--- src/rtl/dma_mloop_pkg.sv ---
package dma_mloop_pkg;
  parameter int unsigned ADDR_W = 32;
  parameter int unsigned WORD_W = 32;

  typedef struct packed {
    logic              src_en;
    logic              dst_en;
    logic [ADDR_W-1:0] off;
    logic [WORD_W-1:0] nbytes;
  } mloop_dec_t;
endpackage

--- src/rtl/dma_mloop_decode.sv ---
module dma_mloop_decode
  import dma_mloop_pkg::*;
#(
  parameter int unsigned OFF_W      = 20,
  parameter int unsigned SHORT_NB_W = 10
) (
  input  logic              map_en_i,
  input  logic [WORD_W-1:0] word_i,
  output mloop_dec_t        dec_o
);
  localparam int unsigned SRC_BIT   = WORD_W - 1;
  localparam int unsigned DST_BIT   = WORD_W - 2;
  localparam int unsigned LONG_NB_W = WORD_W - 2;
  localparam int unsigned OFF_LSB   = SHORT_NB_W;
  localparam int unsigned OFF_MSB   = OFF_LSB + OFF_W - 1;

  logic any_en;
  assign any_en = word_i[SRC_BIT] | word_i[DST_BIT];

  always_comb begin
    dec_o = '0;
    if (!map_en_i) begin
      dec_o.nbytes = word_i;
    end else begin
      dec_o.src_en = word_i[SRC_BIT];
      dec_o.dst_en = word_i[DST_BIT];
      dec_o.off    = {{(ADDR_W-OFF_W){word_i[OFF_MSB]}}, word_i[OFF_MSB:OFF_LSB]};
      if (any_en)
        dec_o.nbytes = {{(WORD_W-SHORT_NB_W){1'b0}}, word_i[SHORT_NB_W-1:0]};
      else
        dec_o.nbytes = {{(WORD_W-LONG_NB_W){1'b0}}, word_i[LONG_NB_W-1:0]};
    end
  end
endmodule

--- src/rtl/dma_mloop_addr_step.sv ---
module dma_mloop_addr_step
  import dma_mloop_pkg::*;
(
  input  logic              major_done_i,
  input  logic              off_en_i,
  input  logic [ADDR_W-1:0] addr_i,
  input  logic [ADDR_W-1:0] off_i,
  input  logic [ADDR_W-1:0] last_i,
  output logic [ADDR_W-1:0] next_o
);
  // major-loop adjustment wins over the minor-loop offset
  always_comb begin
    if (major_done_i)  next_o = addr_i + last_i;
    else if (off_en_i) next_o = addr_i + off_i;
    else               next_o = addr_i;
  end
endmodule

--- src/rtl/dma_mloop_addr_upd.sv ---
module dma_mloop_addr_upd
  import dma_mloop_pkg::*;
#(
  parameter int unsigned OFF_W      = 20,
  parameter int unsigned SHORT_NB_W = 10
) (
  input  logic              clk_i,
  input  logic              rst_ni,
  input  logic              upd_i,
  input  logic              map_en_i,
  input  logic              major_done_i,
  input  logic [ADDR_W-1:0] saddr_i,
  input  logic [ADDR_W-1:0] daddr_i,
  input  logic [WORD_W-1:0] nbytes_word_i,
  input  logic [ADDR_W-1:0] slast_i,
  input  logic [ADDR_W-1:0] dlast_i,
  output logic [ADDR_W-1:0] saddr_o,
  output logic [ADDR_W-1:0] daddr_o,
  output logic [WORD_W-1:0] nbytes_o,
  output logic              valid_o
);
  localparam int unsigned N_DIR = 2; // 0 source, 1 destination

  mloop_dec_t        dec;
  logic [ADDR_W-1:0] cur_addr [N_DIR];
  logic [ADDR_W-1:0] last_adj [N_DIR];
  logic [ADDR_W-1:0] nxt_addr [N_DIR];
  logic              dir_en   [N_DIR];

  dma_mloop_decode #(.OFF_W(OFF_W), .SHORT_NB_W(SHORT_NB_W)) u_dec (
    .map_en_i (map_en_i),
    .word_i   (nbytes_word_i),
    .dec_o    (dec)
  );

  assign cur_addr[0] = saddr_i;
  assign cur_addr[1] = daddr_i;
  assign last_adj[0] = slast_i;
  assign last_adj[1] = dlast_i;
  assign dir_en[0]   = dec.src_en;
  assign dir_en[1]   = dec.dst_en;

  for (genvar g = 0; g < N_DIR; g++) begin : g_dir
    dma_mloop_addr_step u_step (
      .major_done_i (major_done_i),
      .off_en_i     (dir_en[g]),
      .addr_i       (cur_addr[g]),
      .off_i        (dec.off),
      .last_i       (last_adj[g]),
      .next_o       (nxt_addr[g])
    );
  end

  always_ff @(posedge clk_i or negedge rst_ni) begin
    if (!rst_ni) begin
      saddr_o  <= '0;
      daddr_o  <= '0;
      nbytes_o <= '0;
      valid_o  <= 1'b0;
    end else begin
      valid_o <= upd_i;
      if (upd_i) begin
        saddr_o  <= nxt_addr[0];
        daddr_o  <= nxt_addr[1];
        nbytes_o <= dec.nbytes;
      end
    end
  end
endmodule

--- config.mk ---
export PLATFORM = sky130hd
export DESIGN_NAME = dma_mloop_addr_upd
export DESIGN_NICKNAME = d
export VERILOG_FILES = /design/src/rtl/dma_mloop_pkg.sv /design/src/rtl/dma_mloop_decode.sv /design/src/rtl/dma_mloop_addr_step.sv /design/src/rtl/dma_mloop_addr_upd.sv
export SDC_FILE = /design/constraint.sdc
export NUM_CORES = 1
export LEC_CHECK = 0
export BUFFER_PORTS_ARGS = -buffer_cell sky130_fd_sc_hd__buf_2
export CAP_MARGIN = 10
export CORE_MARGIN = 5
export CORE_UTILIZATION = 53
export CTS_BUF_LIST = sky130_fd_sc_hd__clkbuf_8
export DETAILED_ROUTE_END_ITERATION = 10
export GPL_ROUTABILITY_DRIVEN = 1
export GPL_TIMING_DRIVEN = 0
export PLACE_DENSITY = 0.82
export SLEW_MARGIN = 10
export SYNTH_ARGS = -nofsm -noshare
export SYNTH_HDL_FRONTEND = slang
export SYNTH_SLANG_ARGS = --single-unit
--- constraint.sdc ---
create_clock -name clk_i -period 0.8 [get_ports clk_i]
set_input_delay 0.04 -clock clk_i [delete_from_list [all_inputs] [get_ports clk_i]]
set_output_delay 0.04 -clock clk_i [all_outputs]
set_load 0.02 [all_outputs]
### Word-level counts from Yosys, hierarchy flattened

Cells that the tools add are included.

* memories: 0
* bits in read-only memories: 0
* output and inout port bits: 97
* input bits: 165
* RAM bits: 0
* register bits: 97
* latch bits: 0
* word-level logic and storage cells: 16

* equal/unequal tests: 0
* $lt $le $gt $ge: 0
* reductions and logical operators: 0
* multipliers: 0
* shift operators: 0
* multiplexer cells: 7
* divide/modulo/power cells: 0
* add/subtract/negate cells: 4
* bitwise gates (word level): 1

Operators with widths (count)
* 32-bit 2-to-1 mux: 5
* 32-bit adder: 4
* 34-bit 2-to-1 mux: 1
* 30-bit 2-to-1 mux: 1
* 1-bit bitwise OR: 1

### Longest topological paths before layout

* word-level depth: 4
* gate-level depth with buffers: 21
* depth with buffers taken out: 14

### Modules after synthesis

Synthesis repeated with hierarchy kept, for this count alone.

* cell total of the unflattened synthesis: 1313
* area, all modules: 11603.6 sq um

Modules (own cells, without submodules)
* dma_mloop_addr_step: area each 3637.2 sq um, cells each 519, instances 2, seq. area each 0.0 sq um
* dma_mloop_addr_upd: area each 3789.9 sq um, cells each 204, instances 1, seq. area each 2427.3 sq um
* dma_mloop_decode: area each 539.3 sq um, cells each 71, instances 1, seq. area each 0.0 sq um

### Worst setup path before layout

Ideal clock, no wire load.

* path kind: input port to flip-flop
* from: input map_en_i
* to: register daddr_o[26]
* cell stages on the path: 21
* setup slack: -2.997 ns
* path buffers: 7
* library setup time: 0.067 ns
* arrival: 3.730 ns
* data required time: 0.733 ns
* cell sequence: buf_4 -> buf_8 -> buf_6 -> buf_2 -> buf_2 -> buf_2 -> buf_2 -> and2_1 -> ha_1 -> ha_1 -> a21oi_1 -> or3_1 -> a21oi_2 -> a22oi_1 -> nor3_2 -> a2bb2oi_2 -> o31a_2 -> mux2i_1 -> or4_1 -> nand2_1 -> a221o_1

* longest elaborated chain between the ends: 4

RTL lines
* start, declared: line dma_mloop_addr_upd.sv:10 `input logic map_en_i,`
* 34-bit 2-to-1 mux (*): line dma_mloop_decode.sv:22 `if (!map_en_i) begin`
* 32-bit adder: line dma_mloop_addr_step.sv:14 `else if (off_en_i) next_o = addr_i + off_i;`
* 32-bit 2-to-1 mux (*): line dma_mloop_addr_step.sv:14
* 32-bit 2-to-1 mux (*): line dma_mloop_addr_step.sv:13 `if (major_done_i) next_o = addr_i + last_i;`
* end signal, assigned: line dma_mloop_addr_upd.sv:64 `daddr_o <= nxt_addr[1];`
* end, declared: line dma_mloop_addr_upd.sv:18 `output logic [ADDR_W-1:0] daddr_o,`

Every way passes the cells marked *; elsewhere a longest branch is shown, timed or not.
A chain may end at the register's enable or synchronous reset.

### Worst setup path after layout

* from: input map_en_i
* to: register daddr_o[27]

The elaborated chain is that of the path after synthesis.

==> metrics.txt <==
hold path depth=3; asr flop ratio synth=100%; CP Class=in -> reg; Ports=~260; Root Driver=clkbuf_8; Slew HR=5.50%; clock buffer count from CTS=9; Syn Nets=just under 2000; effective utilization at floorplan=between 50% and 60%; initial antenna violation count=0; top layer reached by signal wires=met4; global-route wire length before repair=a little over 90 mm; clock share of power=around 17%; Die H=166 um; CP required=1100 ps; cell area after layout=0.0182 sq mm; total power=0.0239 W; Area Growth Syn to Fin=41.0%; crit start category=input port; Hold Path Class=in -> reg; Synth Cell Area=roughly 0.013 sq mm; top cells by area, synth=dfrtp_1 (19%), xnor2_1 (7.8%), a21oi_1 (6.5%); number of enable flip-flop cells after synthesis=0; crit end category=flop; Gate power share=between 50% and 60%; largest net degree at the start of global routing=64; drt wl/cell=roughly 27 um; CTS max path bufs=2; clock slew at reported path FFs=approximately 140 ps; WL met1=22.9 mm; Post-DP Area=~0.015 sq mm; pwr dens=about 1300 mW/mm^2; Synth Instances=around 1700; core box area=0.0242 sq mm; Hold WS=4.55 ps; Fin. Hold Viols=0; layout cell share with drive strength beyond 1=33.0%; Synth Register Bits=between 90 and 100; Setup Skew=0 ps; vias in the first global route=around 16000; Seq/Total Area, Yosys=approximately a fifth; Setup Viol. Count Final=approximately 190; P_sw=0.0111 W; switch share=46.3%; Port Buffer Count=between 200 and 300; H-tree levels=3; Final Critical Period=~3400 ps; clk_lat worst skew=~430 ps; most frequent cells in the layout=buf_2 (189), buf_6 (137), nor2_1 (134); TritonCTS clock tree=built; outcome=complete, but fails checks; Nets=~2400; Layout Cells excl Fill=about 2500; Lkg Pwr=between 7 and 8 nW; placed instance count=2301; DR vias/cell=between 6 and 7; crit path DAT=3710 ps; grt ovf=0; Slew Limit Fails=0; gpl congestion=about 1; Worst Path Max Fanout=7; Seq pwr share=about 26%; slew at the pin closest to its max-slew limit=~1400 ps; share of the synthesized area in the top cell type=about a fifth; Yosys top cell by area=dfrtp_1; internal power=0.0128 W; Peak VDD IR=approximately 0.0010 V; Post-synth top flop=dfrtp_1; detailed-route wire length=~67 mm; Total GRT Usage=42.9%; hold wc startpoint=saddr_i[29]; CTS Sinks=97; Std-Cell Rows=57; RSZ-0062 raised after global routing=true; drt first pass iters=9; Crit Reg-Reg Startpoint=saddr_o[12]$_DFFE_PN0P_; violated checks=setup timing; routed vias=16957; Final WS setup=-2610 ps; number of DRC markers in iteration 0=2409; Antenna Nets Post-Route=0; number of max-cap violations=0; WL met3=roughly 9.2 mm; final worst-path cycle share=427%; Die Area=~0.028 sq mm; YS warnings=0; library cells used by synthesis=between 100 and 150; Reg2Reg Depth=4; die width=between 150 and 200 um; DRC viols=0; met2 WL post-DR=29.0 mm; most common cell after layout, fill and taps aside=buf_2; f_max=approximately 290 MHz; Detail Placement HPWL=approximately 44 mm; crit path from=map_en_i; Avg Inst Size Synth=between 7 and 8 sq um
## final cells by class
type / count / area, sq um
fillers: 1770 / 5960
inverters: 52 / 195
multi-input cells: 1433 / 10800
clock inverters: 7 / 73.8
diodes: 3 / 7.51
repair buffers: 394 / 3210
well taps: 324 / 405
plain buffers: 140 / 940
clock buffers: 9 / 124
flip-flops and latches: 97 / 2440
## cells by family after synthesis
logic type	count (synthesis)	share of synthesized area [%]
buffers and inverters	192	6.80
adders and majority gates	80	7.65
muxes	33	2.71
xor gates and xnor gates	148	10.0
and+or+nand+nor	545	21.0
AOI/OAI and AO/OA	627	33.0
DFF	97	18.8
## routing by layer
layer	track usage, %	vias up
met2	68.1	1471
met5	0	-
met3	11.8	447
met1	52.1	7885
li1	-	7154
met4	25.8	0
## timing repair
item | CTS | global route
hold buffers | 21 | 0
hold endpoints to repair | 118 | 0
resized for setup | 351 | 143
pin swaps | 61 | 108
setup buffers | 69 | 48
cloned | 0 | 6
endpoints found under the setup margin | 183 | 254
## power groups by stage
stage / sequential (W) / combinational, W / clock, W
4_1_cts: 0.00611 / 0.0122 / 0.00375
3_5_place_dp: 0.00606 / 0.0102 / 0
3_3_place_gp: 0.00605 / 0.0101 / 0
6_report: 0.00619 / 0.0138 / 0.00394
5_1_grt: 0.00624 / 0.0144 / 0.00396
2_1_floorplan: 0.00686 / 0.00590 / 0
## sequential cells by signal, summed over array words and instances, names as in the netlist
register,flops
nbytes_o,32
daddr_o,32
saddr_o,32
valid_o,1
## synth_stat cells (all sizes together), types with 16 or more instances
library cell,number
a22o,25
nand3,47
a31oi,29
o211ai,22
xor2,33
a21oi,174
o21ai,128
dfrtp,97
a32oi,23
xnor2,115
ha,66
o22ai,26
o21a,18
mux2i,17
a21o,38
or3,29
nor3,28
nand2b,54
nor2,141
mux2,16
clkbuf,73
inv,51
buf,67
nand2,137
o31ai,18
and3,22
and2,19
## stage by stage
stage	util, %	setup TNS (ps)	setup WS, ps
6_report	75.3	-183680	-2610
5_1_grt	75.3	-188360	-2740
4_1_cts	70.8	-171060	-2530
3_5_place_dp	61.4	-237880	-3710
3_3_place_gp	61.2	-381570	-3710
2_1_floorplan	-	-150830	-2550
## critical path, stage by stage
cell      delay [ps]
buf_8             90
buf_8            100
buf_12           110
buf_12            90
buf_12            90
buf_12           100
buf_12            90
buf_12           130
and2_4           180
ha_4             180
o211a_1          180
o21ai_2           70
a211o_1          350
and3_4           190
a211o_4          380
o211ai_4         270
buf_6            190
buf_4            120
mux2i_1          210
xnor2_1          140
nor2_1            70
a21oi_2          240
a21oi_1           90
## path summary, 6_finish.rpt
kind / end / slack (ps)
setup / recovery: daddr_o[27]$_DFFE_PN0P_ / -2610
hold / removal: saddr_o[29]$_DFFE_PN0P_ / 5
setup reg to reg: saddr_o[12]$_DFFE_PN0P_ / -240
hold reg to reg: saddr_o[31]$_DFFE_PN0P_ / 540
max in group asynchronous: saddr_o[7]$_DFFE_PN0P_ / 150
min in group asynchronous: daddr_o[6]$_DFFE_PN0P_ / 70
(Power assumes the default switching activity.)
